===== config.mk =====
export PLATFORM = sky130hd
export DESIGN_NAME = cyclic_clos_cfg
export DESIGN_NICKNAME = d
export VERILOG_FILES = /design/src/rtl/cyc_clos_pkg.sv /design/src/rtl/slot_ctrl.sv /design/src/rtl/cfg_datapath.sv /design/src/rtl/map_xbar.sv /design/src/rtl/cyclic_clos_cfg.sv
export SDC_FILE = /design/constraint.sdc
export NUM_CORES = 1
export LEC_CHECK = 0
export ABC_AREA = 1
export BUFFER_PORTS_ARGS = -buffer_cell sky130_fd_sc_hd__clkbuf_2
export CORE_ASPECT_RATIO = 1.1
export CORE_MARGIN = 2
export CORE_UTILIZATION = 40
export DETAILED_ROUTE_END_ITERATION = 6
export GPL_TIMING_DRIVEN = 0
export PLACE_DENSITY = 0.86
export SETUP_SLACK_MARGIN = 0.05
export SYNTH_ARGS = -nofsm -noshare
export SYNTH_HDL_FRONTEND = slang
export SYNTH_SLANG_ARGS = --single-unit

===== constraint.sdc =====
create_clock -name clk -period 1.7 [get_ports clk]
set_clock_uncertainty 0.15 [all_clocks]
set_input_delay 0.255 -clock clk [delete_from_list [all_inputs] [get_ports clk]]
set_output_delay 0.255 -clock clk [all_outputs]
set_load 0.005 [all_outputs]

===== src/rtl/cyc_clos_pkg.sv =====
package cyc_clos_pkg;

  typedef struct packed {
    logic step;
    logic wrap;
  } slotStrobe_t;

  function automatic int gcdOf(int a, int b);
    int x;
    int y;
    int r;
    x = a;
    y = b;
    while (y != 0) begin
      r = x % y;
      x = y;
      y = r;
    end
    return x;
  endfunction

  function automatic int lcmOf(int a, int b);
    return (a / gcdOf(a, b)) * b;
  endfunction

  function automatic int widthOf(int v);
    return (v <= 2) ? 1 : $clog2(v);
  endfunction

endpackage


===== src/rtl/slot_ctrl.sv =====
module slot_ctrl
  import cyc_clos_pkg::*;
#(
  parameter int PERIOD = 12,
  parameter int SW = 4
) (
  input  logic          clk,
  input  logic          rstN,
  input  logic          slotTick,
  output logic [SW-1:0] slotIdx,
  output slotStrobe_t   strobe
);

  localparam logic [SW-1:0] LAST = SW'(PERIOD - 1);

  logic atLast;
  assign atLast = (slotIdx == LAST);

  always_ff @(posedge clk) begin
    if (!rstN) slotIdx <= '0;
    else if (slotTick) slotIdx <= atLast ? '0 : slotIdx + 1'b1;
  end

  always_comb begin
    strobe.step = slotTick;
    strobe.wrap = slotTick && atLast;
  end

  assert_slot_range_R7: assert property (@(posedge clk) disable iff (!rstN)
    int'(slotIdx) < PERIOD);

  assert_slot_hold_R2: assert property (@(posedge clk) disable iff (!rstN)
    !slotTick |=> $stable(slotIdx));

  assert_slot_step_R2: assert property (@(posedge clk) disable iff (!rstN)
    slotTick |=> int'(slotIdx) == ((int'($past(slotIdx)) + 1) % PERIOD));

endmodule


===== src/rtl/cfg_datapath.sv =====
module cfg_datapath
  import cyc_clos_pkg::*;
#(
  parameter int IM_PORTS = 2,
  parameter int CEN_MODS = 3,
  parameter int EDGE_MODS = 4,
  parameter int CW = 2,
  parameter int EW = 2
) (
  input  logic                      clk,
  input  logic                      rstN,
  input  slotStrobe_t               strobe,
  output logic [IM_PORTS*CW-1:0]    imMap,
  output logic [EDGE_MODS*EW-1:0]   cimMap,
  output logic [EDGE_MODS*EW-1:0]   comMap
);

  localparam logic [CW-1:0] IM_LAST = CW'(CEN_MODS - 1);
  localparam logic [EW-1:0] EDGE_LAST = EW'(EDGE_MODS - 1);

  logic [CW-1:0] imOff;
  logic [EW-1:0] cenOff;

  always_ff @(posedge clk) begin
    if (!rstN) begin
      imOff  <= '0;
      cenOff <= '0;
    end else if (strobe.step) begin
      imOff  <= (imOff == IM_LAST) ? '0 : imOff + 1'b1;
      cenOff <= (cenOff == EDGE_LAST) ? '0 : cenOff + 1'b1;
    end
  end

  for (genvar s = 0; s < IM_PORTS; s++) begin : g_im
    logic [CW:0] sum;
    always_comb begin
      sum = {1'b0, imOff} + (CW+1)'(s);
      if (int'(sum) >= CEN_MODS) sum = sum - (CW+1)'(CEN_MODS);
      imMap[s*CW +: CW] = sum[CW-1:0];
    end
  end

  for (genvar i = 0; i < EDGE_MODS; i++) begin : g_cen
    logic [EW:0] fwd;
    logic [EW:0] rev;
    always_comb begin
      fwd = {1'b0, cenOff} + (EW+1)'(i);
      if (int'(fwd) >= EDGE_MODS) fwd = fwd - (EW+1)'(EDGE_MODS);
      // reverse rotation: add the modulus first so nothing goes negative
      rev = (EW+1)'(i) + (EW+1)'(EDGE_MODS) - {1'b0, cenOff};
      if (int'(rev) >= EDGE_MODS) rev = rev - (EW+1)'(EDGE_MODS);
      cimMap[i*EW +: EW] = fwd[EW-1:0];
      comMap[i*EW +: EW] = rev[EW-1:0];
    end
  end

  // checking logic: column usage and round-trip through both central maps
  logic [EDGE_MODS-1:0] cimUsed;
  logic [EDGE_MODS-1:0] comUsed;
  logic [CEN_MODS-1:0]  imUsed;
  logic                 roundTripOk;

  always_comb begin
    cimUsed = '0;
    comUsed = '0;
    imUsed = '0;
    roundTripOk = 1'b1;
    for (int i = 0; i < EDGE_MODS; i++) begin
      if (int'(cimMap[i*EW +: EW]) < EDGE_MODS) cimUsed[cimMap[i*EW +: EW]] = 1'b1;
      if (int'(comMap[i*EW +: EW]) < EDGE_MODS) comUsed[comMap[i*EW +: EW]] = 1'b1;
      if (int'(cimMap[i*EW +: EW]) < EDGE_MODS) begin
        if (int'(comMap[int'(cimMap[i*EW +: EW])*EW +: EW]) != i) roundTripOk = 1'b0;
      end else begin
        roundTripOk = 1'b0;
      end
    end
    for (int s = 0; s < IM_PORTS; s++) begin
      if (int'(imMap[s*CW +: CW]) < CEN_MODS) imUsed[imMap[s*CW +: CW]] = 1'b1;
    end
  end

  assert_cim_perm_R6: assert property (@(posedge clk) disable iff (!rstN)
    $countones(cimUsed) == EDGE_MODS);

  assert_com_perm_R6: assert property (@(posedge clk) disable iff (!rstN)
    $countones(comUsed) == EDGE_MODS);

  assert_im_distinct_R6: assert property (@(posedge clk) disable iff (!rstN)
    $countones(imUsed) == IM_PORTS);

  assert_round_trip_R5: assert property (@(posedge clk) disable iff (!rstN)
    roundTripOk);

  assert_wrap_align_R7: assert property (@(posedge clk) disable iff (!rstN)
    strobe.wrap |=> (imOff == '0) && (cenOff == '0));

  assert_off_hold_R2: assert property (@(posedge clk) disable iff (!rstN)
    !strobe.step |=> $stable(imOff) && $stable(cenOff));

endmodule


===== src/rtl/map_xbar.sv =====
module map_xbar #(
  parameter int IN_N = 4,
  parameter int OUT_N = 4,
  parameter int SEL_W = 2,
  parameter int W = 8
) (
  input  logic                   clk,
  input  logic                   rstN,
  input  logic [IN_N*SEL_W-1:0]  selMap,
  input  logic [IN_N*W-1:0]      dataIn,
  output logic [OUT_N*W-1:0]     dataOut
);

  logic [OUT_N-1:0][IN_N-1:0] hitMat;

  always_comb begin
    dataOut = '0;
    hitMat = '0;
    for (int o = 0; o < OUT_N; o++) begin
      for (int i = 0; i < IN_N; i++) begin
        if (int'(selMap[i*SEL_W +: SEL_W]) == o) begin
          hitMat[o][i] = 1'b1;
          dataOut[o*W +: W] = dataOut[o*W +: W] | dataIn[i*W +: W];
        end
      end
    end
  end

  for (genvar o = 0; o < OUT_N; o++) begin : g_chk
    assert_one_source_R8: assert property (@(posedge clk) disable iff (!rstN)
      $onehot0(hitMat[o]));
  end

endmodule


===== src/rtl/cyclic_clos_cfg.sv =====
module cyclic_clos_cfg
  import cyc_clos_pkg::*;
#(
  parameter int IM_PORTS = 2,
  parameter int CEN_MODS = 3,
  parameter int EDGE_MODS = 4,
  parameter int W = 8,
  localparam int PERIOD = lcmOf(CEN_MODS, EDGE_MODS),
  localparam int SW = widthOf(PERIOD),
  localparam int CW = widthOf(CEN_MODS),
  localparam int EW = widthOf(EDGE_MODS)
) (
  input  logic                      clk,
  input  logic                      rstN,
  input  logic                      slotTick,
  output logic [SW-1:0]             slotIdx,
  output logic [IM_PORTS*CW-1:0]    imMap,
  output logic [EDGE_MODS*EW-1:0]   cimMap,
  output logic [EDGE_MODS*EW-1:0]   comMap,
  input  logic [IM_PORTS*W-1:0]     imDataIn,
  output logic [CEN_MODS*W-1:0]     imDataOut,
  input  logic [EDGE_MODS*W-1:0]    cimDataIn,
  output logic [EDGE_MODS*W-1:0]    cimDataOut,
  input  logic [EDGE_MODS*W-1:0]    comDataIn,
  output logic [EDGE_MODS*W-1:0]    comDataOut
);

  slotStrobe_t strobe;

  slot_ctrl #(.PERIOD(PERIOD), .SW(SW)) u_ctrl (
    .clk(clk), .rstN(rstN), .slotTick(slotTick),
    .slotIdx(slotIdx), .strobe(strobe)
  );

  cfg_datapath #(
    .IM_PORTS(IM_PORTS), .CEN_MODS(CEN_MODS), .EDGE_MODS(EDGE_MODS),
    .CW(CW), .EW(EW)
  ) u_dp (
    .clk(clk), .rstN(rstN), .strobe(strobe),
    .imMap(imMap), .cimMap(cimMap), .comMap(comMap)
  );

  map_xbar #(.IN_N(IM_PORTS), .OUT_N(CEN_MODS), .SEL_W(CW), .W(W)) u_imXbar (
    .clk(clk), .rstN(rstN), .selMap(imMap), .dataIn(imDataIn), .dataOut(imDataOut)
  );

  map_xbar #(.IN_N(EDGE_MODS), .OUT_N(EDGE_MODS), .SEL_W(EW), .W(W)) u_cimXbar (
    .clk(clk), .rstN(rstN), .selMap(cimMap), .dataIn(cimDataIn), .dataOut(cimDataOut)
  );

  map_xbar #(.IN_N(EDGE_MODS), .OUT_N(EDGE_MODS), .SEL_W(EW), .W(W)) u_comXbar (
    .clk(clk), .rstN(rstN), .selMap(comMap), .dataIn(comDataIn), .dataOut(comDataOut)
  );

  assert_wrap_zero_R7: assert property (@(posedge clk) disable iff (!rstN)
    strobe.wrap |=> slotIdx == '0);

endmodule


==> metrics.md, run 1 <==
| Metric | Value |
|---|---|
| VDD IR-drop max | just over 0.6 mV |
| Synth area leaders | nand2_1 43%, nand4_1 17%, dfxtp_1 6.9%, buf_4 6.5%, o22ai_1 6.5% |
| All-Layer GR Usage | 0.389 |
| Relative slew slack | 0.798 |
| Port Buffers | 193 |
| Crit path largest cell delay | slightly above 400 ps |
| CTS Buffer Depth | 2 |
| Crit start category | flop |
| Worst Setup End Kind | output port |
| Global-route wire length before repair | 20,300 microns |
| Status | complete, but fails checks |
| Worst path top cell family by delay | buffers and inverters |
| Die Span Y | 83.7 microns |
| Fill cell count | about 250 |
| Main synth FF type | dfxtp_1 |
| Failing checks | design-rule violations, negative setup slack |
| Commonest cells post-synth | 265 x nand2_1, 64 x nand4_1, 27 x inv_1, 24 x o22ai_1, 21 x buf_2 |
| End of the worst hold path | u_dp.cenOff[1] |
| Final HPWL DP | 8280 microns |
| P per Cell Area | roughly 540 mW/mm^2 |
| EDFF count, synth | 0 |
| Post-synth top area cell | nand2_1 |
| Post-DRT Antenna Nets | 0 |
| Critical Path RT | about 1300 ps |
| Critical R2R Launch | u_dp.imOff[1] |
| Final net count | 797 |
| Total congestion overflow | 0 |
| DR iter-0 viols | a little over 1,000 |
| Fin cells | 779 |
| Worst reg-to-reg setup slack | around 470 ps |
| Min-delay src | slotTick |
| Share of cells above drive strength 1 | 0.585 |
| Max FO, Critical Path | 5 |
| Routed WL | approximately 17,000 microns |
| Ant. Diodes | 0 |
| Area Growth Syn to Fin | 122% |
| Period minus WS final | just over 2000 ps |
| CTS Buf Count | 3 |
| # H-tree levels | 1 |
| Drt pass-1 iters | 7 |
| Worst path buffer plus inverter count | 4 |
| Post-synthesis async set-or-reset flop share | 0 |
| Core Footprint | approximately 0.0057 sq mm |
| Crit path arrival time | roughly 1600 ps |
| Initial Utilization | 0.408 |
| Critical Path Most Common Cell | clkbuf_16 |
| Final setup margin | -346 ps |
| Drc violations | 3 |
| Max-slew violation count | 0 |
| Hold WC Path Type | input port to flop |
| Wire per inst | 22.2 microns |
| Worst-skew pair later-pin latency | 230 ps |
| Worst R2R End | u_dp.imOff[1] |
| Vias | 5,120 |
| Placed Cells | about 730 |
| GP Congestion | 0.948 |
| Seq cells post-synth | 8 |
| Max Cap Violations | 0 |
| Reg2Reg Depth | 5 |
| Fin crit share | 1.20 |
| Min Hold Slack | just over 90 ps |
| Post-route design area | 0.00513 sq mm |
| Hold buffers post-CTS | 0 |
| CTS tree | yes |
| Clk root buf | clkbuf_8 |
| CP max stage cell | dfxtp_4 |
| Setup Crit Path Kind | flop to output port |
| Initial antenna violation count | 0 |
| Post-Place Cell Area | 0.00337 sq mm |
| Syn Inst Count | about 460 |
| Synth cell types | 17 |
| Yosys warns | 0 |
| Pre-CTS WS | -206 ps |
| Count leader, synth | nand2_1 |
| Post-synthesis area per instance | between 4 and 5 sq um |
| Hold path cells | 2 |
| Vias in the first global route | 4,215 |
| Top cell type's share of synthesized area | 0.431 |
| Largest net degree at the start of global routing | 11 |
| Clock sink count | 8 |
| Post-Syn Nets | about 560 |
| Fmax | between 400 and 500 MHz |
| Vias per cell | roughly 6.6 |
| Final Hold Viols | 0 |
| RSZ-0062 raised after global routing | true |
| Mapped cell area | ~0.0023 sq mm |
| Worst-margin pin slew | slightly above 300 ps |
| Pleak | around 2.6 nW |
| Clock Pin Slew Worst Setup and Hold Paths | roughly 40 ps |
| Die ar. | about 0.0064 sq mm |
| Endpoints failing setup | 88 |
| Die W | approximately 76 microns |
| Num ports | between 150 and 200 |
| Row cnt | 29 |
| CP Cell Sequence | inv_6 -> ha_4 -> clkbuf_16 -> clkbuf_16 -> nand2_4 -> nand4_1 -> buf_2 |
| Sequential fraction of the synthesis area | 0.0693 |
==> where the power goes <==
part | switching (mW) | internal [mW]
Sequential | 0.0331 | 0.208
Combinational | 1.19 | 1.11
Clock | 0.0777 | 0.154
Total | 1.30 | 1.48
==> cells by family after synthesis <==
logic type,Yosys count,synth area share
AND/OR/NAND/NOR,337,0.618
buffers and inverters,71,0.166
AO/OA/AOI/OAI,35,0.0888
adder cells (fa/ha/maj),10,0.0542
flip-flops,8,0.0693
XOR/XNOR,1,0.00379
==> sequential cells by signal (all words and copies together) (netlist names) <==
signal,flops
u_dp.imOff,2
u_ctrl.slotIdx,4
u_dp.cenOff,2
==> layout by cell type (no fill, tap or decap), types with 11 or more instances in the layout <==
cell type / Yosys / final
nand2_2: 0 / 56
buf_8: 0 / 15
inv_1: 27 / 19
buf_4: 20 / 23
nand2_4: 0 / 27
clkbuf_2: 0 / 145
buf_6: 2 / 24
o22ai_2: 0 / 13
buf_2: 21 / 47
clkbuf_16: 0 / 12
nand2_1: 265 / 182
o22ai_4: 0 / 11
nand4_1: 64 / 64
buf_12: 0 / 11
==> through the flow <==
step	util	setup TNS (ps)	power (mW)
floorplan	-	0	0.894
detailed placement	0.596	-10990	1.56
finish	0.906	-14450	2.78
CTS	0.752	-9830	2.21
global route	0.906	-17020	2.86
global placement	0.596	-9100	1.54
==> timing repair <==
item	CTS	global route
pin swaps	19	71
gates cloned	8	12
gates resized for setup	153	200
endpoints found under the setup margin	93	91
setup buffers	22	5
==> worst reg2reg max path: stages (launching register included) <==
cell and delay, ps:
dfxtp_4 360, inv_4 50, buf_4 150, ha_4 170, o21ai_0 170, a21oi_1 60
==> how the worst max path moves through the flow <==
| stage | to | from | slack (ps) | depth (start not counted) |
|---|---|---|---|---|
| CTS | cimDataOut[7] | u_dp.cenOff[0] | -170 | 6 |
| detailed placement | comDataOut[30] | u_dp.cenOff[0] | -210 | 7 |
| global route | cimDataOut[24] | u_dp.cenOff[0] | -330 | 6 |
| floorplan | comDataOut[24] | u_dp.cenOff[0] | 120 | 6 |
| global placement | cimDataOut[8] | u_dp.cenOff[0] | -180 | 7 |
| finish | comDataOut[28] | u_dp.cenOff[0] | -350 | 7 |
==> cell type report <==
| class | instances | area [sq um] | area share |
|---|---|---|---|
| inverters | 27 | 134 | 0.0261 |
| clock buffers | 3 | 41.3 | 0.00805 |
| multi-input cells | 383 | 2440 | 0.476 |
| well taps | 77 | 96.3 | 0.0188 |
| repair buffers | 239 | 1660 | 0.323 |
| plain buffers | 42 | 581 | 0.113 |
| flip-flops and latches | 8 | 175 | 0.0342 |
==> metal layers <==
metal,part of all wire,global-route usage,up-vias,wire (microns)
met4,0.12,0.230,0,2020
met3,0.15,0.0887,241,2570
met2,0.43,0.707,625,7390
met5,0,0,-,0
li1,-,-,2024,-
met1,0.31,0.404,2230,5300
No activity file was read; power rests on OpenSTA's default activity.
==> inputs of run 2 (changes only) <==
--- a/config.mk
+++ b/config.mk
@@ -7,12 +7,15 @@
 export LEC_CHECK = 0
 export ABC_AREA = 1
 export BUFFER_PORTS_ARGS = -buffer_cell sky130_fd_sc_hd__clkbuf_2
+export CELL_PAD_IN_SITES_DETAIL_PLACEMENT = 1
+export CELL_PAD_IN_SITES_GLOBAL_PLACEMENT = 1
 export CORE_ASPECT_RATIO = 1.1
 export CORE_MARGIN = 2
-export CORE_UTILIZATION = 40
+export CORE_UTILIZATION = 23
 export DETAILED_ROUTE_END_ITERATION = 6
 export GPL_TIMING_DRIVEN = 0
-export PLACE_DENSITY = 0.86
+export PLACE_DENSITY = 0.85
+export REMOVE_ABC_BUFFERS = 1
 export SETUP_SLACK_MARGIN = 0.05
 export SYNTH_ARGS = -nofsm -noshare
 export SYNTH_HDL_FRONTEND = slang
==> metrics.md, run 2 (synthesis results as in run 1) <==
| Metric | Value |
|---|---|
| Clock power share | 0.102 |
| Vias per cell | 5.26 |
| RSZ-0062 raised after global routing | true |
| Max FFs per register | 4 |
| Wire per inst | about 18 microns |
| CP max stage cell | dfxtp_4 |
| Max FO, Critical Path | 7 |
| Net load switching power | approximately 1.1 mW |
| Die W | 99.5 microns |
| Drt pass-1 iters | 4 |
| Fill cell count | between 1,000 and 1,500 |
| Most frequent cells in the layout | 222 x nand2_1, 138 x clkbuf_2, 64 x nand4_1 |
| Area taken by multi-input logic gates | about 0.0022 sq mm |
| Hold buffers post-CTS | 0 |
| Relative slew slack | 0.844 |
| Hold WC Path Type | input port to flop |
| Vias in the first global route | 3,990 |
| Global-route wire length before repair | between 15,000 and 20,000 microns |
| Status | complete, but fails checks |
| Initial antenna violation count | 0 |
| CTS Buf Count | 3 |
| P per Cell Area | approximately 540 mW/mm^2 |
| Fin crit share | 1.12 |
| Clk root buf | clkbuf_8 |
| Drc violations | 0 |
| Critical R2R Launch | u_dp.cenOff[0] |
| Worst-skew pair later-pin latency | 230 ps |
| DR iter-0 viols | 170 |
| Crit path arrival time | roughly 1500 ps |
| Post-DRT Antenna Nets | 0 |
| Crit start category | flop |
| CTS Buffer Depth | 2 |
| Critical Path RT | between 1000 and 1500 ps |
| Worst path buffer plus inverter count | 4 |
| Die Span Y | 109 microns |
| CP Cell Sequence | inv_6 -> ha_4 -> buf_12 -> clkbuf_16 -> nand2_2 -> nand4_1 -> buf_2 |
| Endpoints failing setup | 88 |
| Pre-CTS WS | -328 ps |
| Setup Crit Path Kind | flop to output port |
| Final setup margin | -204 ps |
| Failing checks | negative setup slack |
| Met2 WL | 7210 microns |
| Worst path top cell family by delay | buffers and inverters |
| Share of cells above drive strength 1 | 0.488 |
| Clock Pin Slew Worst Setup and Hold Paths | roughly 40 ps |
| Max-slew violation count | 0 |
| Fin Setup TNS | -10,830 ps |
| CP startpoint | u_dp.cenOff[0] |
| Switching share of power | 0.465 |
| Ant. Diodes | 0 |
| VDD IR-drop max | between 0.2 and 0.3 mV |
| Worst Setup End Kind | output port |
| Pleak | 2.11 nW |
| Commonest non-fill, non-tap cell in the layout | nand2_1 |
| Worst-margin pin slew | about 230 ps |
| Min-delay src | rstN |
| Initial Utilization | 0.235 |
| Area Growth Syn to Fin | 82.6% |
| Metal-1 WL | 5090 microns |
| Routed met3 length | around 1100 microns |
| # H-tree levels | 1 |
| Largest net degree at the start of global routing | 29 |
| P_int | 1.21 mW |
| Largest regs | u_ctrl.slotIdx x4, u_dp.cenOff x2, u_dp.imOff x2 |
| Row cnt | 38 |
| Final net count | approximately 750 |
| FF+latch area | approximately 180 sq um |
| All-Layer GR Usage | 0.216 |
| Seq pwr share | 0.105 |
| Core Footprint | slightly below 0.01 sq mm |
| Clock sink count | 8 |
| Final HPWL DP | roughly 8400 microns |
| Routed WL | approximately 14,000 microns |
| Die ar. | 0.0109 sq mm |
| Vias | slightly above 4,000 |
| Port Buffers | around 190 |
| Fmax | ~530 MHz |
| Total congestion overflow | 0 |
| Period minus WS final | 1900 ps |
| Crit path largest cell delay | about 380 ps |
| Max Cap Violations | 0 |
| CTS tree | yes |
| Top Layer Used | met4 |
| Final Hold Viols | 0 |
| Largest reg by FF count | u_ctrl.slotIdx |
| GP Congestion | approximately 0.8 |
| Num ports | between 150 and 200 |
| Combinational group share of total power | 0.794 |
run 2: layout make-up:
| class | count | area share |
|---|---|---|
| Sequential cell | 8 | 0.0415 |
| Inverter | 27 | 0.0288 |
| Clock buffer | 3 | 0.00979 |
| Multi-Input combinational cell | 383 | 0.514 |
| Tap cell | 120 | 0.0356 |
| Timing Repair Buffer | 229 | 0.368 |
| Timing Repair inverter | 1 | 0.00178 |
run 2: worst paths after layout:
| kind | to | slack [ps] | depth (start not counted) |
|---|---|---|---|
| max reg2reg | u_dp.cenOff[0] | 340 | 6 |
| max | cimDataOut[4] | -200 | 7 |
| min reg2reg | u_ctrl.slotIdx[2] | 380 | 2 |
| min | u_dp.cenOff[1] | 170 | 3 |
run 2: power by group through the flow:
stage               Sequential, mW  Combinational, mW  Clock (mW)
global placement             0.235               1.20           0
CTS                          0.236               1.65       0.235
detailed placement           0.236               1.26           0
global route                 0.240               1.93       0.245
floorplan                    0.234              0.579           0
finish                       0.237               1.79       0.230
run 2: worst reg2reg max path, delay by kind of cell, from the launching register on:
family | cells | cell delay (ps)
flip-flops | 1 | 360
buffers and inverters | 2 | 320
adder cells (fa/ha/maj) | 1 | 200
AND/OR/NAND/NOR | 3 | 260
run 2: metrics by stage:
| step | instances | area, sq um | util | total power, mW | hold WS [ps] |
|---|---|---|---|---|---|
| final | 771 | 4220 | 0.429 | 2.26 | 174 |
| after CTS | 767 | 3990 | 0.406 | 2.12 | 182 |
| after global routing | 771 | 4220 | 0.429 | 2.41 | 193 |
| after detailed placement | 736 | 3240 | 0.329 | 1.49 | 368 |
| after floorplan | 418 | 2030 | - | 0.813 | 198 |
| after global placement | 732 | 3150 | 0.320 | 1.43 | 340 |
run 2: routing by layer:
metal | track usage | vias to the layer above
met1 | 0.224 | 1907
met2 | 0.429 | 214
met4 | 0.0724 | 0
met5 | 0 | -
li1 | - | 1907
met3 | 0.0423 | 30
run 2: timing repair:
item                                    CTS  global route
setup buffers                            20             2
pin swaps                                34            31
gates cloned                              8             3
endpoints found under the setup margin   93            89
gates resized for setup                  75           104
